**src/rtl/dma_ctl_pkg.sv**
```systemverilog
package dma_ctl_pkg;

  typedef enum logic [2:0] {
    P_CMD_STAT = 3'd0,
    P_REQ      = 3'd1,
    P_SMASK    = 3'd2,
    P_MODE     = 3'd3,
    P_PTR_CLR  = 3'd4,
    P_MRST     = 3'd5,
    P_MCLR     = 3'd6,
    P_MLOAD    = 3'd7
  } ctl_port_e;

  localparam logic [7:0] CMD_BLOCK_BIT = 8'h04;

  // A command byte is taken only when it enables no unsupported feature.
  function automatic logic cmd_legal(input logic [7:0] b);
    return (b == 8'h00) || (b == CMD_BLOCK_BIT);
  endfunction

endpackage

```
**src/rtl/dma_ctl_decode.sv**
```systemverilog
module dma_ctl_decode
  import dma_ctl_pkg::*;
#(
  parameter int NCH = 4,
  parameter int DW  = 8
) (
  input  logic          wr_en,
  input  logic [2:0]    port_sel,
  input  logic [DW-1:0] wr_data,
  output logic          cmd_ld,
  output logic          req_wr,
  output logic          smask_wr,
  output logic          mode_wr,
  output logic          ptr_clr,
  output logic          mrst,
  output logic          mask_ld,
  output logic [NCH-1:0] mask_ld_val
);
  ctl_port_e p;
  assign p = ctl_port_e'(port_sel);

  always_comb begin
    cmd_ld      = wr_en && (p == P_CMD_STAT) && cmd_legal(wr_data[7:0]);
    req_wr      = wr_en && (p == P_REQ);
    smask_wr    = wr_en && (p == P_SMASK);
    mode_wr     = wr_en && (p == P_MODE);
    mrst        = wr_en && (p == P_MRST);
    ptr_clr     = wr_en && ((p == P_PTR_CLR) || (p == P_MRST));
    mask_ld     = wr_en && ((p == P_MCLR) || (p == P_MLOAD));
    mask_ld_val = (p == P_MLOAD) ? wr_data[NCH-1:0] : '0;
  end
endmodule

```
**src/rtl/dma_ctl_chan.sv**
```systemverilog
module dma_ctl_chan #(
  parameter int DW   = 8,
  parameter int CSEL = 2,
  parameter int IDX  = 0
) (
  input  logic          clk,
  input  logic          rst,
  input  logic [DW-1:0] wr_data,
  input  logic          req_wr,
  input  logic          smask_wr,
  input  logic          mode_wr,
  input  logic          mrst,
  input  logic          mask_ld,
  input  logic          mask_ld_bit,
  input  logic          tc_rd_clr,
  input  logic          hw_req,
  input  logic          done,
  output logic          mask_q,
  output logic          req_q,
  output logic          tc_q,
  output logic          grant_q,
  output logic [DW-1:0] mode_q
);
  logic hit, hw_prev_q, hw_rise, hw_fall, set_bit;

  assign hit     = (wr_data[CSEL-1:0] == CSEL'(IDX));
  assign set_bit = wr_data[CSEL];
  assign hw_rise = hw_req & ~hw_prev_q;
  assign hw_fall = ~hw_req & hw_prev_q;

  always_ff @(posedge clk) begin
    if (rst) begin
      hw_prev_q <= 1'b0;
      mask_q    <= 1'b1;
      req_q     <= 1'b0;
      tc_q      <= 1'b0;
      grant_q   <= 1'b0;
      mode_q    <= '0;
    end else begin
      hw_prev_q <= hw_req;
      if (mode_wr && hit) mode_q <= wr_data;

      if (mrst)                 mask_q <= 1'b1;
      else if (mask_ld)         mask_q <= mask_ld_bit;
      else if (smask_wr && hit) mask_q <= set_bit;

      // software request write has priority over a hardware edge
      if (mrst)               req_q <= 1'b0;
      else if (req_wr && hit) req_q <= set_bit;
      else if (hw_rise)       req_q <= 1'b1;
      else if (hw_fall)       req_q <= 1'b0;

      // completion set wins over read clear
      if (mrst)                                tc_q <= 1'b0;
      else if (grant_q && done)                tc_q <= 1'b1;
      else if ((req_wr && hit) || tc_rd_clr)   tc_q <= 1'b0;

      if (mrst) grant_q <= 1'b0;
      else      grant_q <= ~mask_q & req_q;
    end
  end
endmodule

```
**src/rtl/dma_ctl_rdmux.sv**
```systemverilog
module dma_ctl_rdmux
  import dma_ctl_pkg::*;
#(
  parameter int NCH = 4,
  parameter int DW  = 8
) (
  input  logic           clk,
  input  logic           rst,
  input  logic           rd_en,
  input  logic [2:0]     port_sel,
  input  logic [NCH-1:0] req,
  input  logic [NCH-1:0] tc,
  input  logic [NCH-1:0] mask,
  output logic           stat_rd,
  output logic [DW-1:0]  rd_data_q
);
  localparam int PAD = DW - NCH;
  logic [DW-1:0] rd_val;

  assign stat_rd = rd_en && (ctl_port_e'(port_sel) == P_CMD_STAT);

  always_comb begin
    unique case (ctl_port_e'(port_sel))
      P_CMD_STAT: rd_val = DW'({req, tc});
      P_REQ:      rd_val = {{PAD{1'b0}}, mask};
      default:    rd_val = '0;
    endcase
  end

  always_ff @(posedge clk) begin
    if (rst)        rd_data_q <= '0;
    else if (rd_en) rd_data_q <= rd_val;
  end
endmodule

```
**src/rtl/dma_ctl_regs.sv**
```systemverilog
module dma_ctl_regs
  import dma_ctl_pkg::*;
#(
  parameter int NCH = 4,
  parameter int DW  = 8
) (
  input  logic              clk,
  input  logic              rst,
  input  logic              wr_en,
  input  logic              rd_en,
  input  logic [2:0]        port_sel,
  input  logic [DW-1:0]     wr_data,
  output logic [DW-1:0]     rd_data,
  input  logic [NCH-1:0]    hw_req,
  input  logic [NCH-1:0]    chan_done,
  input  logic              ptr_toggle,
  output logic [NCH-1:0]    grant,
  output logic [DW-1:0]     cmd_out,
  output logic [NCH*DW-1:0] mode_out,
  output logic              byte_ptr
);
  localparam int CSEL = $clog2(NCH);

  logic cmd_ld, req_wr, smask_wr, mode_wr, ptr_clr, mrst, mask_ld, stat_rd;
  logic [NCH-1:0] mask_ld_val, mask_v, req_v, tc_v;
  logic [DW-1:0]  cmd_q;
  logic           ptr_q;

  dma_ctl_decode #(.NCH(NCH), .DW(DW)) u_dec (
    .wr_en(wr_en), .port_sel(port_sel), .wr_data(wr_data),
    .cmd_ld(cmd_ld), .req_wr(req_wr), .smask_wr(smask_wr), .mode_wr(mode_wr),
    .ptr_clr(ptr_clr), .mrst(mrst), .mask_ld(mask_ld), .mask_ld_val(mask_ld_val)
  );

  for (genvar i = 0; i < NCH; i++) begin : g_ch
    dma_ctl_chan #(.DW(DW), .CSEL(CSEL), .IDX(i)) u_ch (
      .clk(clk), .rst(rst), .wr_data(wr_data),
      .req_wr(req_wr), .smask_wr(smask_wr), .mode_wr(mode_wr), .mrst(mrst),
      .mask_ld(mask_ld), .mask_ld_bit(mask_ld_val[i]), .tc_rd_clr(stat_rd),
      .hw_req(hw_req[i]), .done(chan_done[i]),
      .mask_q(mask_v[i]), .req_q(req_v[i]), .tc_q(tc_v[i]),
      .grant_q(grant[i]), .mode_q(mode_out[i*DW +: DW])
    );
  end

  dma_ctl_rdmux #(.NCH(NCH), .DW(DW)) u_rd (
    .clk(clk), .rst(rst), .rd_en(rd_en), .port_sel(port_sel),
    .req(req_v), .tc(tc_v), .mask(mask_v),
    .stat_rd(stat_rd), .rd_data_q(rd_data)
  );

  always_ff @(posedge clk) begin
    if (rst || mrst)  cmd_q <= '0;
    else if (cmd_ld)  cmd_q <= wr_data;

    if (rst || ptr_clr)  ptr_q <= 1'b0;
    else if (ptr_toggle) ptr_q <= ~ptr_q;
  end

  assign cmd_out  = cmd_q;
  assign byte_ptr = ptr_q;
endmodule

```
**config.mk**
```make
export PLATFORM = sky130hd
export DESIGN_NAME = dma_ctl_regs
export DESIGN_NICKNAME = d
export VERILOG_FILES = /design/src/rtl/dma_ctl_pkg.sv /design/src/rtl/dma_ctl_decode.sv /design/src/rtl/dma_ctl_chan.sv /design/src/rtl/dma_ctl_rdmux.sv /design/src/rtl/dma_ctl_regs.sv
export SDC_FILE = /design/constraint.sdc
export NUM_CORES = 1
export LEC_CHECK = 0
export ABC_AREA = 1
export CAP_MARGIN = 0
export CORE_UTILIZATION = 40
export CTS_CLUSTER_SIZE = 14
export DETAILED_ROUTE_END_ITERATION = 10
export GPL_TIMING_DRIVEN = 0
export PLACE_DENSITY = 0.69
export SYNTH_ARGS = -nofsm -noshare
export SYNTH_HDL_FRONTEND = slang
export SYNTH_SLANG_ARGS = --single-unit
```
**constraint.sdc**
```tcl
create_clock -name clk -period 1.5 [get_ports clk]
set_clock_uncertainty 0.1 [all_clocks]
set_input_delay 0.225 -clock clk [delete_from_list [all_inputs] [get_ports clk]]
set_output_delay 0.225 -clock clk [all_outputs]
set_load 0.01 [all_outputs]
```
### Word level (Yosys, flattened, before mapping)

Index checks and enable logic that the tools add are counted.

* bits in registers: 69
* bits of input ports: 24
* output and inout bits: 53
* logic and storage cells: 143

* equal/unequal tests: 11
* multiplexer cells: 30
* bitwise operators: 25
* reduce and logical (&&, ||, !) cells: 50

Operator list (number)
* 1-bit 2-to-1 mux: 28
* 1-bit logical AND: 25
* 8-bit one-hot mux with 2 select lines: 1
* 2-bit nonzero test: 8
* 1-bit inverter: 13
* 1-bit AND: 12
* 3-bit equality test, second input constant: 4
* 3-bit nonzero test: 4
* 1-bit logical OR: 9
* 8-bit by 3-bit equality test with 1-bit output, second input constant: 1
* 8-bit zero test: 1
* 3-bit by 2-bit equality test with 1-bit output, second input constant: 2
* 2-bit equality test, second input constant: 2
* 4-bit 2-to-1 mux: 1
* 3-bit by 1-bit equality test with 1-bit output, second input constant: 1
* 3-bit zero test: 1
* 2-bit by 1-bit equality test with 1-bit output, second input constant: 1
* 2-bit zero test: 1
* 2-bit OR reduction: 1

### Depth between registers and ports, before layout

* depth after elaboration: 6
* depth in mapped cells: 8
* mapped depth without buffers: 7

### Cells and area by module

A second synthesis with hierarchy kept.

* cells, all modules: 485
* area, all modules: 3210.6 sq um

By module, submodules not included
* dma_ctl_chan (g_ch[1].u_ch ...): times used 2, cells each 84, area each 569.3 sq um, seq. area each 260.2 sq um
* dma_ctl_chan (g_ch[3].u_ch): times used 1, cells each 87, area each 571.8 sq um, seq. area each 260.2 sq um
* dma_ctl_chan (g_ch[0].u_ch): times used 1, cells each 80, area each 561.8 sq um, seq. area each 260.2 sq um
* dma_ctl_rdmux: times used 1, cells each 61, area each 407.9 sq um, seq. area each 160.2 sq um
* dma_ctl_regs: times used 1, cells each 57, area each 396.6 sq um, seq. area each 180.2 sq um
* dma_ctl_decode: times used 1, cells each 32, area each 133.9 sq um, seq. area each 0.0 sq um

### Worst setup path before layout

No wires, ideal clock.

* path kind: input to register
* from: input wr_en
* to: register g_ch[1].u_ch.mode_q[2]
* library setup time: 113 ps
* arrival time: 1010 ps
* required time: 1287 ps
* slack: 277 ps
* cell stages on the path: 8
* buffers on the path: 1
* cell sequence: buf_4 inv_2 nor2_4 nand2_4 nor2_8 inv_2 nor2_1 nor2_1

* word-level cells in the longest chain between the ends: 2

Ends and longest elaborated chain
* from (decl): RTL line dma_ctl_regs.sv:9 `input logic wr_en,`
* 1-bit logical AND: RTL line dma_ctl_decode.sv:26 `mode_wr = wr_en && (p == P_MODE);`
* 1-bit logical AND: RTL line dma_ctl_chan.sv:41 `if (mode_wr && hit) mode_q <= wr_data;`
* to (signal assigned): RTL line dma_ctl_chan.sv:41
* to (decl): RTL line dma_ctl_chan.sv:22 `output logic [DW-1:0] mode_q`

Every way passes these cells.
A chain may end at the register's enable or synchronous reset.

### Worst setup path after layout

* from: input wr_data[1]
* to: register g_ch[2].u_ch.mode_q[2]

* word-level cells in the longest chain between the ends: 2

Ends and longest elaborated chain
* from (decl): RTL line dma_ctl_regs.sv:12 `input logic [DW-1:0] wr_data,`
* 2-bit equality test: RTL line dma_ctl_chan.sv:26 `assign hit = (wr_data[CSEL-1:0] == CSEL'(IDX));`
* 1-bit logical AND: RTL line dma_ctl_chan.sv:41
* to (signal assigned): RTL line dma_ctl_chan.sv:41
* to (decl): RTL line dma_ctl_chan.sv:22

Every way passes these cells.

==> flow_summary.toml <==
[timing]
setup_viol = 0
post-route-period-util_pct = 95.68
slew_headroom_pct = 65.00
min_period_ns = 1.435
rsz0062_at_grt = "yes"
slew_violations = 0
hold_viol = 0
tightestPinTransition_ns = 0.5250
fmax_ghz = 0.6968

[cells_and_area]
nets = 479
areaGrowthSynthToFinish_pct = 33.51
stdcell_count = 536
post-route-util_pct = 56.79
finish.instance_area_um2 = 3689
num_antenna_cells = 0
fill_cells = 658
drive_gt1_share_pct = 10.02

[clock_network]
clkTransAtPathRegs_ns = 0.07
cts_hold_buf = 0
cts_sinks = 69
clk_latency_ns = 0.35
root_buffer = "clkbuf_8"
clockBufferDepth = 2
cts_buffers = 9
post_cts_buffers = 0
cts.htree.levels = 3
tritoncts = "yes"

[critical_path]
endpoint_kind = "flop"
cp-endpoint = "g_ch[2].u_ch.mode_q[2]"
crit_start = "wr_data[1]"
reg2reg_slack_ns = 0.63
cp_data_required_time_ns = 1.65
setup.worst_path.start_class = "primary input"
crit_type = "primary input to flop"
critPathArrivalTime_ns = 1.58
reg2reg_from = "g_ch[3].u_ch.mask_q"
r2r_cells = 4
cp_max_fo = 9
reg2reg_to = "u_rd.rd_data_q[3]"

[placed_design]
place.gp.congestion = 0.8784
placed_cells = 521
postPlaceCellArea_um2 = 3580
dp_hpwl_mm = 5.022
port_buffers = 72

[floorplan]
ios = 77
die_h_um = 85.11
die_x_um = 85.11
start_util_pct = 42.54
std_cell_rows = 29
die_area_um2 = 7243
coreArea_um2 = 6495

[synth]
ys_ff_latch = 69
ys_types = 23
synth_edf_count = 0
ys.flop_type = "dfxtp_1"
synthesis.nets = 396
yosys.area.top_type = "dfxtp_1"
netlist_area_um2 = 2763
syn_inst = 372
synth_top_area_share_pct = 50.00
yosys-top-cells-area = "dfxtp_1 (50%), nor2_1 (12%), nand2_1 (8.4%)"
synthArstFlopShare_pct = 0
ys_top_cells_by_count = "nor2_1 (87), dfxtp_1 (69), nand2_1 (62)"
yosysMostFrequentCell = "nor2_1"
ys_warn_count = 0
avgSynthCellArea_um2 = 7.426
ys_seq_area_share_pct = 50.00

[grt]
grt_first_pass_wirelength_mm = 11.18
gr-total-overflow = 0
grt_start_max_net_pins = 12
gr-usage-all-layers_pct = 20.34
antenna_found_initial = 0
grt_pass1_vias = 2340

[power]
leakage_uw = 0.001925
power_density_nw_per_um2 = 953.9
ir_worst_vdd_mv = 0.5815

[routing]
drt_first_pass_iters = 4
drc = 0
routed_wl_mm = 6.871
drtAntennaViolNets = 0
detail_route.wl_per_cell_um = 12.82
via_per_inst = 4.821
drtIter0Drc = 148
vias = 2584

[job]
maxCapViolCount = 0

[min_path]
min_path_type = "primary input to flop"

[run_status]
status = "completed"
==> per-stage QoR <==
step / total power (uW) / hold WS, ns / setup WS, ns / setup TNS (ns)
6_report: 3519 / 0.1511 / 0.06478 / 0
5_1_grt: 3669 / 0.1712 / -0.05055 / -0.3549
4_1_cts: 3550 / 0.1556 / 0.01945 / 0
3_5_place_dp: 2264 / 0.3339 / -0.3975 / -17.31
3_3_place_gp: 2262 / 0.3342 / -0.4325 / -17.55
2_1_floorplan: 2110 / 0.2320 / 0.2770 / 0
==> cell usage in the layout (no fill, tap or decap), types with 3 or more instances in the layout <==
master and count:
nor2_1 87, dfxtp_1 69, nand2_1 61, dlygate4sd2_1 54, nand3_1 31, inv_1 25, a21oi_1 18, o21ai_0 17
clkdlybuf4s50_1 17, o21ai_1 12, inv_2 11, clkbuf_8 10, clkbuf_1 8, buf_4 6, o21a_1 6, nor2_4 4
nand4_1 4, buf_2 3, nand2_2 3
==> sequential cells by signal, summed over array words and instances (netlist names), 4 cells and up <==
register             cells
cmd_out                  8
g_ch.u_ch.mode_q        32
u_rd.rd_data_q           8
g_ch.u_ch.tc_q           4
g_ch.u_ch.grant_q        4
g_ch.u_ch.hw_prev_q      4
g_ch.u_ch.mask_q         4
g_ch.u_ch.req_q          4
==> repair_timing <==
item | CTS | global route
endpoints found under the setup margin | 58 | 45
resized for setup | 55 | 2
pin swaps | 0 | 0
==> layer usage <==
layer  GRT usage [%]  vias up  share of wire, %
met5               0        -                 0
met2           30.57       81                43
met4           11.71        0               2.4
li1                -     1341                 -
met1           26.95     1150                47
met3           4.475       12               7.3
==> power breakdown <==
group / switching, uW / internal (uW)
registers: 24.5 / 1870
clock network: 677 / 629
logic: 189 / 128
total: 891 / 2630
==> how the worst min path moves through the flow <==
| stage | from | to | slack (ns) | cells past startpoint |
|---|---|---|---|---|
| finish | rst | u_rd.rd_data_q[2] | 0.15 | 2 |
| global route | rst | u_rd.rd_data_q[2] | 0.17 | 2 |
| CTS | rst | u_rd.rd_data_q[1] | 0.16 | 2 |
| detailed placement | cmd_out[3] | cmd_out[3] | 0.33 | 2 |
| global placement | cmd_out[7] | cmd_out[7] | 0.33 | 2 |
| floorplan | hw_req[0] | g_ch[0].u_ch.hw_prev_q | 0.23 | 2 |
==> area by class of cell <==
| cell class | instances | area, um2 | area share [%] |
|---|---|---|---|
| multi-input cells | 251 | 1167 | 31.65 |
| plain buffers | 16 | 86.33 | 2.341 |
| well taps | 77 | 96.34 | 2.612 |
| flip-flops and latches | 69 | 1381 | 37.45 |
| clock inverters | 4 | 25.02 | 0.6784 |
| clock buffers | 11 | 141.4 | 3.833 |
| repair buffers | 72 | 655.6 | 17.77 |
| inverters | 36 | 135.1 | 3.664 |
==> critical path: stages <==
cell             delay, ns
clkdlybuf4s50_1       0.58
inv_2                 0.04
nor2_1                0.21
inv_2                 0.10
nor2_8                0.19
inv_2                 0.09
nor2_1                0.09
nor2_1                0.05
==> cells by family (layout without fill, tap and decap cells) <==
kind of cell / count (synthesis) / in the layout / synth area share (%)
buffers and inverters: 52 / 139 / 8.016
DFF: 69 / 69 / 50.00
and+or+nand+nor: 197 / 197 / 31.52
xor gates and xnor gates: 1 / 1 / 0.3171
AOI/OAI and AO/OA: 53 / 53 / 10.14
No activity file was read; power rests on OpenSTA's default activity.
